--- src/rtl/spi_dual_pkg.sv ---
package spi_dual_pkg;
  localparam int BYTE_W = 8;
  localparam logic ADDR_CTRL = 1'b0;
  localparam logic ADDR_DATA = 1'b1;
  localparam int ST_BUSY   = 0;
  localparam int ST_SEL    = 1;
  localparam int ST_RAW    = 2;
  localparam int ST_MASTER = 3;
  localparam int ST_CPOL   = 4;
  localparam int ST_CPHA   = 5;
  localparam int ST_SEMPTY = 6;
  localparam int ST_REMPTY = 7;
endpackage

--- src/rtl/spi_nss_filter.sv ---
module spi_nss_filter #(
  parameter int AGREE = 3
) (
  input  logic clk,
  input  logic rst_n,
  input  logic nss_raw,
  output logic selected
);
  logic [1:0]       sync_q;
  logic [AGREE-2:0] hist_q;
  logic             filt_q, filt_d;
  logic [AGREE-1:0] window;

  assign window = {hist_q, sync_q[1]};

  always_comb begin
    filt_d = filt_q;
    if (&window)       filt_d = 1'b1;
    else if (~|window) filt_d = 1'b0;
  end

  generate
    if (AGREE > 2) begin : g_long
      always_ff @(posedge clk or negedge rst_n) begin
        if (!rst_n) hist_q <= '1;
        else        hist_q <= {hist_q[AGREE-3:0], sync_q[1]};
      end
    end else begin : g_short
      always_ff @(posedge clk or negedge rst_n) begin
        if (!rst_n) hist_q <= '1;
        else        hist_q <= sync_q[1];
      end
    end
  endgenerate

  always_ff @(posedge clk or negedge rst_n) begin
    if (!rst_n) begin
      sync_q <= 2'b11;
      filt_q <= 1'b1;
    end else begin
      sync_q <= {sync_q[0], nss_raw};
      filt_q <= filt_d;
    end
  end

  assign selected = ~filt_q;
endmodule

--- src/rtl/spi_master_core.sv ---
module spi_master_core #(
  parameter int HALF_DIV = 4
) (
  input  logic       clk,
  input  logic       rst_n,
  input  logic       start,
  input  logic [7:0] tx_data,
  input  logic       cpol,
  input  logic       cpha,
  input  logic       miso,
  output logic       busy,
  output logic       sck,
  output logic       mosi,
  output logic       rx_valid,
  output logic [7:0] rx_byte
);
  localparam int DW = (HALF_DIV > 2) ? $clog2(HALF_DIV) : 1;
  localparam logic [DW-1:0] DIV_LAST = DW'(HALF_DIV - 1);

  logic          active_q, active_d;
  logic [3:0]    half_q, half_d;
  logic [DW-1:0] div_q, div_d;
  logic [7:0]    txs_q, txs_d, rxs_q, rxs_d;
  logic          tick;

  assign tick = active_q && (div_q == DIV_LAST);

  always_comb begin
    active_d = active_q;
    half_d   = half_q;
    div_d    = div_q;
    txs_d    = txs_q;
    rxs_d    = rxs_q;
    if (start && !active_q) begin
      active_d = 1'b1;
      half_d   = '0;
      div_d    = '0;
      txs_d    = tx_data;
    end else if (tick) begin
      div_d  = '0;
      half_d = half_q + 4'd1;
      if (half_q[0]) begin
        rxs_d = {rxs_q[6:0], miso};
        txs_d = {txs_q[6:0], 1'b0};
      end
      if (half_q == 4'd15) active_d = 1'b0;
    end else if (active_q) begin
      div_d = div_q + DW'(1);
    end
  end

  always_ff @(posedge clk or negedge rst_n) begin
    if (!rst_n) begin
      active_q <= 1'b0;
      half_q   <= '0;
      div_q    <= '0;
      txs_q    <= '0;
      rxs_q    <= '0;
    end else begin
      active_q <= active_d;
      half_q   <= half_d;
      div_q    <= div_d;
      txs_q    <= txs_d;
      rxs_q    <= rxs_d;
    end
  end

  assign busy     = active_q;
  assign sck      = active_q ? (cpol ^ cpha ^ half_q[0]) : cpol;
  assign mosi     = txs_q[7];
  assign rx_valid = tick && (half_q == 4'd15);
  assign rx_byte  = {rxs_q[6:0], miso};
endmodule

--- src/rtl/spi_slave_core.sv ---
module spi_slave_core (
  input  logic       clk,
  input  logic       rst_n,
  input  logic       en,
  input  logic       sel,
  input  logic       cpol,
  input  logic       cpha,
  input  logic       sck_pin,
  input  logic       mosi_pin,
  input  logic       tx_wr,
  input  logic [7:0] tx_data,
  output logic       miso,
  output logic       busy,
  output logic       shift_empty,
  output logic       rx_valid,
  output logic [7:0] rx_byte
);
  logic [1:0] sck_sync_q, mosi_sync_q;
  logic       sck_prev_q;
  logic [3:0] cnt_q, cnt_d;
  logic [7:0] txs_q, txs_d, rxs_q, rxs_d, tbuf_q, tbuf_d;
  logic       tfull_q, tfull_d, semp_q, semp_d;
  logic       active, edge_seen, lead, samp, shft;

  assign active    = en && sel;
  assign edge_seen = active && (sck_sync_q[1] != sck_prev_q);
  assign lead      = edge_seen && (sck_sync_q[1] != cpol);
  assign samp      = cpha ? (edge_seen && !lead) : lead;
  assign shft      = cpha ? lead : (edge_seen && !lead);

  always_comb begin
    cnt_d    = cnt_q;
    txs_d    = txs_q;
    rxs_d    = rxs_q;
    tbuf_d   = tbuf_q;
    tfull_d  = tfull_q;
    semp_d   = semp_q;
    rx_valid = 1'b0;
    rx_byte  = {rxs_q[6:0], mosi_sync_q[1]};
    if (semp_q && tfull_q && (cnt_q == 4'd0) && !edge_seen) begin
      txs_d   = tbuf_q;
      tfull_d = 1'b0;
      semp_d  = 1'b0;
    end
    if (!active) begin
      cnt_d = '0;
    end else if (samp) begin
      rxs_d  = {rxs_q[6:0], mosi_sync_q[1]};
      semp_d = 1'b0;
      if (cnt_q == 4'd7) begin
        rx_valid = 1'b1;
        if (cpha) begin
          cnt_d  = '0;
          semp_d = 1'b1;
        end else begin
          cnt_d = 4'd8;
        end
      end else begin
        cnt_d = cnt_q + 4'd1;
      end
    end else if (shft) begin
      semp_d = 1'b0;
      if (cnt_q == 4'd8) begin
        cnt_d  = '0;
        semp_d = 1'b1;
      end else if (cnt_q != 4'd0) begin
        txs_d = {txs_q[6:0], 1'b0};
      end
    end
    if (tx_wr) begin
      tbuf_d  = tx_data;
      tfull_d = 1'b1;
    end
  end

  always_ff @(posedge clk or negedge rst_n) begin
    if (!rst_n) begin
      sck_sync_q  <= '0;
      mosi_sync_q <= '0;
      sck_prev_q  <= 1'b0;
      cnt_q       <= '0;
      txs_q       <= '0;
      rxs_q       <= '0;
      tbuf_q      <= '0;
      tfull_q     <= 1'b0;
      semp_q      <= 1'b1;
    end else begin
      sck_sync_q  <= {sck_sync_q[0], sck_pin};
      mosi_sync_q <= {mosi_sync_q[0], mosi_pin};
      sck_prev_q  <= sck_sync_q[1];
      cnt_q       <= cnt_d;
      txs_q       <= txs_d;
      rxs_q       <= rxs_d;
      tbuf_q      <= tbuf_d;
      tfull_q     <= tfull_d;
      semp_q      <= semp_d;
    end
  end

  assign miso        = txs_q[7];
  assign busy        = (cnt_q != 4'd0);
  assign shift_empty = semp_q;
endmodule

--- src/rtl/spi_dual_ctrl.sv ---
module spi_dual_ctrl
  import spi_dual_pkg::*;
#(
  parameter int SCK_HALF_DIV = 4,
  parameter int NSS_AGREE    = 3
) (
  input  logic       clk,
  input  logic       rst_n,
  input  logic       reg_wr,
  input  logic       reg_rd,
  input  logic       reg_addr,
  input  logic [7:0] reg_wdata,
  output logic [7:0] reg_rdata,
  input  logic       sck_in,
  output logic       sck_out,
  output logic       sck_oe,
  input  logic       mosi_in,
  output logic       mosi_out,
  output logic       mosi_oe,
  input  logic       miso_in,
  output logic       miso_out,
  output logic       miso_oe,
  input  logic       nss_in
);
  logic [1:0] rst_q;
  logic       rst_i;
  logic       cfg_master, cfg_cpol, cfg_cpha;
  logic       cfg_master_d, cfg_cpol_d, cfg_cpha_d;
  logic [7:0] rx_buf_q, rx_buf_d;
  logic       rx_full_q, rx_full_d;
  logic       slave_sel, m_busy, m_rx_valid, s_busy, s_semp, s_rx_valid;
  logic [7:0] m_rx_byte, s_rx_byte, status;
  logic       wr_ctrl, wr_data, rd_data, m_start;

  always_ff @(posedge clk or negedge rst_n) begin
    if (!rst_n) rst_q <= 2'b00;
    else        rst_q <= {rst_q[0], 1'b1};
  end
  assign rst_i = rst_q[1];

  assign wr_ctrl = reg_wr && (reg_addr == ADDR_CTRL);
  assign wr_data = reg_wr && (reg_addr == ADDR_DATA);
  assign rd_data = reg_rd && (reg_addr == ADDR_DATA);
  assign m_start = wr_data && cfg_master && !m_busy;

  spi_nss_filter #(.AGREE(NSS_AGREE)) u_filt (
    .clk(clk), .rst_n(rst_i), .nss_raw(nss_in), .selected(slave_sel)
  );

  spi_master_core #(.HALF_DIV(SCK_HALF_DIV)) u_mst (
    .clk(clk), .rst_n(rst_i), .start(m_start), .tx_data(reg_wdata),
    .cpol(cfg_cpol), .cpha(cfg_cpha), .miso(miso_in), .busy(m_busy),
    .sck(sck_out), .mosi(mosi_out), .rx_valid(m_rx_valid), .rx_byte(m_rx_byte)
  );

  spi_slave_core u_slv (
    .clk(clk), .rst_n(rst_i), .en(!cfg_master), .sel(slave_sel),
    .cpol(cfg_cpol), .cpha(cfg_cpha), .sck_pin(sck_in), .mosi_pin(mosi_in),
    .tx_wr(wr_data && !cfg_master), .tx_data(reg_wdata), .miso(miso_out),
    .busy(s_busy), .shift_empty(s_semp), .rx_valid(s_rx_valid), .rx_byte(s_rx_byte)
  );

  always_comb begin
    cfg_master_d = cfg_master;
    cfg_cpol_d   = cfg_cpol;
    cfg_cpha_d   = cfg_cpha;
    if (wr_ctrl) begin
      cfg_master_d = reg_wdata[ST_MASTER];
      cfg_cpol_d   = reg_wdata[ST_CPOL];
      cfg_cpha_d   = reg_wdata[ST_CPHA];
    end
    rx_buf_d  = rx_buf_q;
    rx_full_d = rx_full_q;
    if (cfg_master ? m_rx_valid : s_rx_valid) begin
      rx_buf_d  = cfg_master ? m_rx_byte : s_rx_byte;
      rx_full_d = 1'b1;
    end else if (rd_data) begin
      rx_full_d = 1'b0;
    end
  end

  always_ff @(posedge clk or negedge rst_i) begin
    if (!rst_i) begin
      cfg_master <= 1'b0;
      cfg_cpol   <= 1'b0;
      cfg_cpha   <= 1'b0;
      rx_buf_q   <= '0;
      rx_full_q  <= 1'b0;
    end else begin
      cfg_master <= cfg_master_d;
      cfg_cpol   <= cfg_cpol_d;
      cfg_cpha   <= cfg_cpha_d;
      rx_buf_q   <= rx_buf_d;
      rx_full_q  <= rx_full_d;
    end
  end

  always_comb begin
    status            = '0;
    status[ST_BUSY]   = cfg_master ? m_busy : s_busy;
    status[ST_SEL]    = slave_sel;
    status[ST_RAW]    = nss_in;
    status[ST_MASTER] = cfg_master;
    status[ST_CPOL]   = cfg_cpol;
    status[ST_CPHA]   = cfg_cpha;
    status[ST_SEMPTY] = cfg_master ? 1'b1 : s_semp;
    status[ST_REMPTY] = cfg_master ? 1'b1 : !rx_full_q;
  end

  assign reg_rdata = (reg_addr == ADDR_DATA) ? rx_buf_q : status;
  assign sck_oe    = cfg_master;
  assign mosi_oe   = cfg_master;
  assign miso_oe   = !cfg_master && slave_sel;
endmodule

--- config.mk ---
export PLATFORM = sky130hd
export DESIGN_NAME = spi_dual_ctrl
export DESIGN_NICKNAME = d
export VERILOG_FILES = /design/src/rtl/spi_dual_pkg.sv /design/src/rtl/spi_nss_filter.sv /design/src/rtl/spi_master_core.sv /design/src/rtl/spi_slave_core.sv /design/src/rtl/spi_dual_ctrl.sv
export SDC_FILE = /design/constraint.sdc
export NUM_CORES = 1
export LEC_CHECK = 0
export ABC_AREA = 1
export CAP_MARGIN = 10
export CORE_ASPECT_RATIO = 0.9
export CORE_UTILIZATION = 40
export CTS_CLUSTER_SIZE = 16
export DETAILED_ROUTE_END_ITERATION = 10
export PLACE_DENSITY = 0.61
export SETUP_SLACK_MARGIN = 0.1
export SLEW_MARGIN = 25
export SYNTH_ARGS = -nofsm -noshare
export SYNTH_HDL_FRONTEND = slang
export SYNTH_SLANG_ARGS = --single-unit
--- constraint.sdc ---
create_clock -name clk -period 2.3 [get_ports clk]
set_input_delay 0.46 -clock clk [delete_from_list [all_inputs] [get_ports clk]]
set_output_delay 0.46 -clock clk [all_outputs]
set_load 0.02 [all_outputs]
# == Word level (Yosys, flattened, before mapping) ==
# Index checks and enable logic that the tools add are counted.
# totals
ff_bits,75
output_inout_bits,14
wordCells,124
input_bits,17
# classes
n_eq_ne,9
bitwise,5
reduce_logical,36
addsub,3
mux,48
# op_table
op,n
$mux W8,11
$mux W4,8
$mux W1,26
$logic_and A1 B1 Y1,16
$reduce_bool A2 Y1,5
$add A4 B1 Y4 const B,2
$eq A4 B4 Y1 const B,2
$reduce_and A2 Y1,4
$mux W2,3
$ne A3 B3 Y1 const B,2
$reduce_and A3 Y1,2
$logic_not A1 Y1,5
$eq A4 B3 Y1 const B,1
$logic_not A4 Y1,1
$reduce_bool A4 Y1,1
$not A1 Y1,3
$reduce_bool A3 Y1,1
$reduce_or A3 Y1,1
$add A2 B1 Y2 const B,1
$eq A2 B2 Y1 const B,1
$ne A1 B1 Y1,2
$ne A2 B1 Y1 const B,1
$xor A1 B1 Y1,2

# == Longest topological paths before layout ==
# Gate-level depths: netlist of run 1.
# logic_depth
depth_word,11
mapped_depth,11
ltp_nobuf,11

# == Modules after synthesis ==
# Synthesis of run 1 repeated with hierarchy kept, for this count alone.
# hier_totals
hier_cells,453
area_unflattened_um2,3687.3
# modules_own_cells
mod,cells_per_inst,area_per_inst_um2,seq_area_each_um2,n_inst
spi_slave_core,198,1645.3,852.1,1
spi_master_core,125,1051.0,550.5,1
spi_dual_ctrl,118,832.0,350.3,1
spi_nss_filter,12,158.9,131.4,1

# == Worst setup path after synthesis of run 1 ==
# No wires, ideal clock.
# synth_path
kind,register -> output
startpoint,register cfg_master (netlist: mosi_oe)
endpoint,output reg_rdata[0]
n_path_buf,2
path_stages_with_launch,5
slack_ns,0.260
arrival_ns,1.580
required_time_ns,1.840
cell_sequence,dfrtp_1 -> buf_4 -> clkbuf_1 -> nor2_1 -> o31ai_1
# synth_via
elab_chain_cells,2
# synth_rtl
item,line,source
from (decl),spi_dual_ctrl.sv:27,"logic cfg_master, cfg_cpol, cfg_cpha;"
from (signal assigned),spi_dual_ctrl.sv:90,cfg_master <= cfg_master_d;
$mux W1,spi_dual_ctrl.sv:100,status[ST_BUSY] = cfg_master ? m_busy : s_busy;
$mux W8,spi_dual_ctrl.sv:110,assign reg_rdata = (reg_addr == ADDR_DATA) ? rx_buf_q : status;
to (decl),spi_dual_ctrl.sv:13,"output logic [7:0] reg_rdata,"
# No other way between the ends.

# == Worst setup path in the final report of run 1 ==
# layout_path
startpoint,input reg_addr
endpoint,output reg_rdata[7]
# layout_via
elab_chain_cells,1
# layout_rtl
item,line,source
from (decl),spi_dual_ctrl.sv:11,"input logic reg_addr,"
$mux W8,spi_dual_ctrl.sv:110,
# No other way between the ends.

==> results.json, run 1 <==
{
  "synth.distinct_cells": 31,
  "fin_crit_ns": 2.14,
  "grt_pass1_wl_microns": 12600,
  "async_flop_share_pct": 100,
  "placed_cells": 560,
  "finalCritPeriodShare_pct": 93.1,
  "routed-via-count": 2767,
  "synth_enable_flop_cells": 0,
  "place_congestion": 0.798,
  "core_sq_um": 8570,
  "critPathMaxStageDelay_ns": 0.44,
  "io_buffers": 30,
  "drv_slew": 0,
  "drive_gt1_share_pct": 14.8,
  "syn_area_sq_um": 3520,
  "critical_path_buf_inv_count": 4,
  "hpwl_microns": 5030,
  "cts_tree": "done",
  "grt_max_degree": 74,
  "ir_drop_mv": 0.515,
  "setup_viol": 0,
  "status": "finished clean",
  "worstHoldPathType": "primary input to asynchronous set/reset pin",
  "routed_wl_microns": 7300,
  "drc": 0,
  "grt_pass1_vias": 2600,
  "synth_ff_type": "dfrtp_1",
  "power.leakage_nw": 2.13,
  "cp_cell_sequence": "clkdlybuf4s50_1 -> buf_12 -> inv_1 -> nor2_1 -> a21oi_1 -> dlygate4sd2_1",
  "syn-instance-count": 413,
  "max-clock-path-buffers": 2,
  "ctsHtreeMaxLevel": 3,
  "critPathLaunchType": "primary input",
  "pre_cts_ws_ns": -0.157,
  "start_util_pct": 41.0,
  "die-width_microns": 101,
  "nets": 474,
  "stdcell_count": 577,
  "grt_setup_unrepaired": "false",
  "max_clock_freq_mhz": 467,
  "synth-seq-area-share_pct": 53.6,
  "ys_ff_latch": 75,
  "cp_top_family": "buffers and inverters",
  "nFillCells": 843,
  "slowest_stage": "clkdlybuf4s50_1",
  "cp.arrival_ns": 1.68,
  "antenna_left": 0,
  "avgSynthCellArea_sq_um": 8.51,
  "clock_latency_ns": 0.35,
  "cp_max_fo": 13,
  "numCtsBuffers": 9,
  "setup_ws_ns": 0.159,
  "antenna_found_initial": 0,
  "drv_cap": 0,
  "layout_commonest_cell": "nand2_1",
  "cts_hold_buffers": 0,
  "synthesis.nets": 434,
  "clock-root-buffer": "clkbuf_8",
  "drt-vias-per-instance": 4.80,
  "grt_usage_pct": 17.9,
  "power-per-cell-area_nw_per_um2": 994,
  "crit_required_ns": 1.84,
  "first_pass_iters": 5,
  "overflow": 0,
  "drt_iter0_drc": 167,
  "finalHoldViolations": 0,
  "num_rows": 32,
  "crit_type": "primary input to primary output",
  "cts_num_sinks": 75,
  "syn_to_final_growth_pct": 19.8,
  "die_area_sq_um": 9170,
  "path_clk_slew_ns": 0.07,
  "yosys_warnings": 0,
  "io_pins": 31,
  "antennaDiodeCount": 0,
  "fin_skew_ns": 0.00675,
  "crit_path_end_kind": "primary output",
  "routedWlPerCell_microns": 12.7,
  "layout_common_cells": "nand2_1, dfrtp_1, inv_1",
  "die_h_microns": 90.9
}
==> metrics by stage <==
stage               hold slack [ns]  utilization, %  total power (W)  instance area [sq um]  TNS [ns]
floorplan                     0.164               -          0.00268                   3520         0
global placement              0.311            46.5          0.00300                   3980    -0.743
detailed placement            0.314            46.5          0.00304                   3980    -0.849
CTS                           0.242            49.1          0.00422                   4210         0
global route                  0.238            49.2          0.00448                   4210         0
finish                        0.260            49.2          0.00419                   4210         0
==> worst paths after layout <==
path,from,end,slack (ns),cells past startpoint
worst max register to register,mosi_oe,rx_buf_q[1],0.49,10
max in group asynchronous,rst_q[1],u_slv.shift_empty,1.68,1
worst min register to register,rst_q[1],u_slv.rxs_q[1],0.28,1
worst min-delay path,rst_n,rst_q[0],0.26,1
min in group clk,u_slv.mosi_sync_q[0],u_slv.mosi_sync_q[1],0.35,0
worst max-delay path,reg_addr,reg_rdata[7],0.16,6
==> cells in the mapped netlist, types with 6 or more instances <==
cell	instances	share of area, %
dfrtp_1	69	49
a21oi_1	12	1.7
nand2_1	143	15
nand2_4	6	1.9
inv_1	38	4.1
nand3_1	29	4.1
o21ai_0	35	5.0
nor2_1	22	2.3
dfstp_2	6	4.5
==> sequential cells by signal, indices dropped and copies added, names as in the netlist, 4 cells and up <==
signal	cells
rx_buf_q	8
u_mst.half_q	4
u_mst.rxs_q	7
u_mst.txs_q	8
u_slv.cnt_q	4
u_slv.rxs_q	7
u_slv.tbuf_q	8
u_slv.txs_q	8
==> cell families after synthesis <==
| logic type | count (synthesis) | share of synthesized area [%] |
|---|---|---|
| and+or+nand+nor | 217 | 27.7 |
| DFF | 75 | 53.6 |
| AOI/OAI and AO/OA | 55 | 8.33 |
| buffers and inverters | 54 | 6.80 |
| muxes | 5 | 1.60 |
| adders and majority gates | 4 | 1.42 |
| xor gates and xnor gates | 2 | 0.498 |
| other | 1 | 0.107 |
==> report_power, final <==
group | internal (W) | total [W] | switching [W]
clock | 0.000703 | 0.00120 | 0.000497
combinational | 0.000439 | 0.00110 | 0.000657
sequential | 0.00168 | 0.00189 | 0.000210
==> cell type report <==
cell class | count | area, sq um | area share [%]
Inverter | 43 | 161 | 3.83
Tap cell | 119 | 149 | 3.53
Multi-Input combinational cell | 284 | 1400 | 33.2
Clock buffer | 13 | 169 | 4.01
Timing Repair Buffer | 40 | 380 | 9.03
Sequential cell | 75 | 1890 | 44.8
Clock inverter | 3 | 68.8 | 1.63
==> repair_timing <==
item	4_1_cts	5_1_grt
gates resized for setup	11	7
setup endpoints to repair	10	2
gates cloned	0	0
setup buffers	0	1
==> layer usage <==
metal | vias to the layer above | GRT usage, % | wire (microns)
li1 | 1385 | - | -
met3 | 8 | 6.39 | 391
met1 | 1313 | 24.8 | 3520
met2 | 61 | 26.0 | 3310
met5 | - | 0 | 0
met4 | 0 | 5.80 | 78
No activity file was read; power rests on OpenSTA's default activity.
==> run 2, diff against run 1 <==
Settings changed: TNS_END_PERCENT set to 10.
==> results.json, run 2 (synthesized netlist as in run 1, its figures left out) <==
{
  "nets": 474,
  "worstHoldPathType": "primary input to asynchronous set/reset pin",
  "drv_slew": 0,
  "power-per-cell-area_nw_per_um2": 993,
  "drv_cap": 0,
  "drive_gt1_share_pct": 14.6,
  "path_clk_slew_ns": 0.07,
  "pwr-share-seq_pct": 45.1,
  "use_met3_pct": 6.39,
  "die-width_microns": 101,
  "fin_skew_ns": 0.00665,
  "start_util_pct": 41.0,
  "whs_ns": 0.260,
  "power.leakage_nw": 2.13,
  "crit_type": "primary input to primary output",
  "worstSetupStartpoint": "reg_addr",
  "cts_hold_buffers": 0,
  "drt-vias-per-instance": 4.79,
  "cp_max_fo": 13,
  "crit_path_end_kind": "primary output",
  "ir_drop_mv": 0.516,
  "r2r_cells": 10,
  "status": "finished clean",
  "seq_area_sq_um": 1890,
  "core_sq_um": 8570,
  "crit_required_ns": 1.84,
  "max-clock-path-buffers": 2,
  "grt_most_used_layer": "met2",
  "finalHoldViolations": 0,
  "multi_input_area_sq_um": 1400,
  "io_buffers": 30,
  "hpwl_microns": 5030,
  "routed_wl_microns": 7290,
  "grt_usage_pct": 17.9,
  "finalCritPeriodShare_pct": 93.6,
  "nFillCells": 843,
  "antennaDiodeCount": 0,
  "drt_iter0_drc": 155,
  "stdcell_count": 577,
  "ctsHtreeMaxLevel": 3,
  "die_h_microns": 90.9,
  "clock_latency_ns": 0.35,
  "io_pins": 31,
  "gr-usage-met1_pct": 24.8,
  "cts_num_sinks": 75,
  "num_rows": 32,
  "routedWlPerCell_microns": 12.6,
  "critPathLaunchType": "primary input",
  "syn_to_final_growth_pct": 20.0,
  "cts_tree": "done",
  "first_pass_iters": 5,
  "grt_setup_unrepaired": "true",
  "layout_common_cells": "nand2_1, dfrtp_1, inv_1",
  "setup_viol": 0,
  "clock-root-buffer": "clkbuf_8",
  "antenna_found_initial": 0,
  "die_area_sq_um": 9170,
  "place_congestion": 0.798,
  "fin_crit_ns": 2.15,
  "swShare_pct": 32.5,
  "clkPwrFrac_pct": 28.7,
  "grt_pass1_wl_microns": 12600,
  "drc": 0,
  "routed-via-count": 2766,
  "numCtsBuffers": 9,
  "placed_cells": 560,
  "power.total_w": 0.00419,
  "overflow": 0,
  "layout_commonest_cell": "nand2_1",
  "cp.arrival_ns": 1.69,
  "combinationalPowerShare_pct": 26.2,
  "grt_pass1_vias": 2600,
  "use_met2_pct": 26.0,
  "p_int_w": 0.00282,
  "antenna_left": 0,
  "power.switching_w": 0.00136,
  "max_clock_freq_mhz": 465,
  "r2r_start": "mosi_oe",
  "grt_max_degree": 74
}
==> run 2: cell count changes in the layout (fill, tap and decap cells not counted) <==
cell             change
clkbuf_2             -1
clkdlybuf4s15_1      +1
==> run 2: timing repair <==
item                       4_1_cts  5_1_grt
setup endpoints to repair       10        2
pin swaps                        0        0
gates resized for setup         15        2
setup buffers                    0        1
==> run 2: final cells by class <==
type	count	area share, %
Inverter	43	3.83
Clock inverter	3	1.63
Multi-Input combinational cell	284	33.1
Sequential cell	75	44.7
Tap cell	119	3.53
Clock buffer	13	4.00
Timing Repair Buffer	40	9.14
==> run 2: power by group through the flow <==
stage               clock, W  sequential (W)  combinational (W)
floorplan                  0         0.00191           0.000774
global placement           0         0.00191            0.00110
detailed placement         0         0.00191            0.00113
CTS                  0.00123         0.00189            0.00111
global route         0.00128         0.00194            0.00127
finish               0.00120         0.00189            0.00110
==> run 2: per-stage QoR <==
step / util [%] / setup TNS (ns) / cell area (sq um) / setup slack (ns)
2_1_floorplan: - / 0 / 3520 / 0.260
3_3_place_gp: 46.5 / -0.743 / 3980 / -0.152
5_1_grt: 49.2 / 0 / 4220 / 0.0821
4_1_cts: 49.1 / 0 / 4200 / 0.124
6_report: 49.2 / 0 / 4220 / 0.148
3_5_place_dp: 46.5 / -0.849 / 3980 / -0.157
==> run 2: worst paths after layout <==
path                                        end  slack (ns)
min in group clk           u_slv.mosi_sync_q[1]        0.35
max reg2reg                         rx_buf_q[1]        0.48
max                                reg_rdata[6]        0.15
min                                    rst_q[0]        0.26
max in group asynchronous     u_slv.shift_empty        1.68
min reg2reg                         rx_buf_q[3]        0.29
==> run 2: critical path: stages <==
cell and delay [ns]:
clkdlybuf4s50_1 0.44, buf_12 0.16, inv_1 0.12, nor2_1 0.06, a21oi_1 0.12, clkdlybuf4s15_1 0.32
==> run 2: layer usage <==
metal	part of all wire [%]	wire length [microns]
met2	45	3280
met4	1.1	78
met1	49	3570
met3	4.9	359
met5	0	0
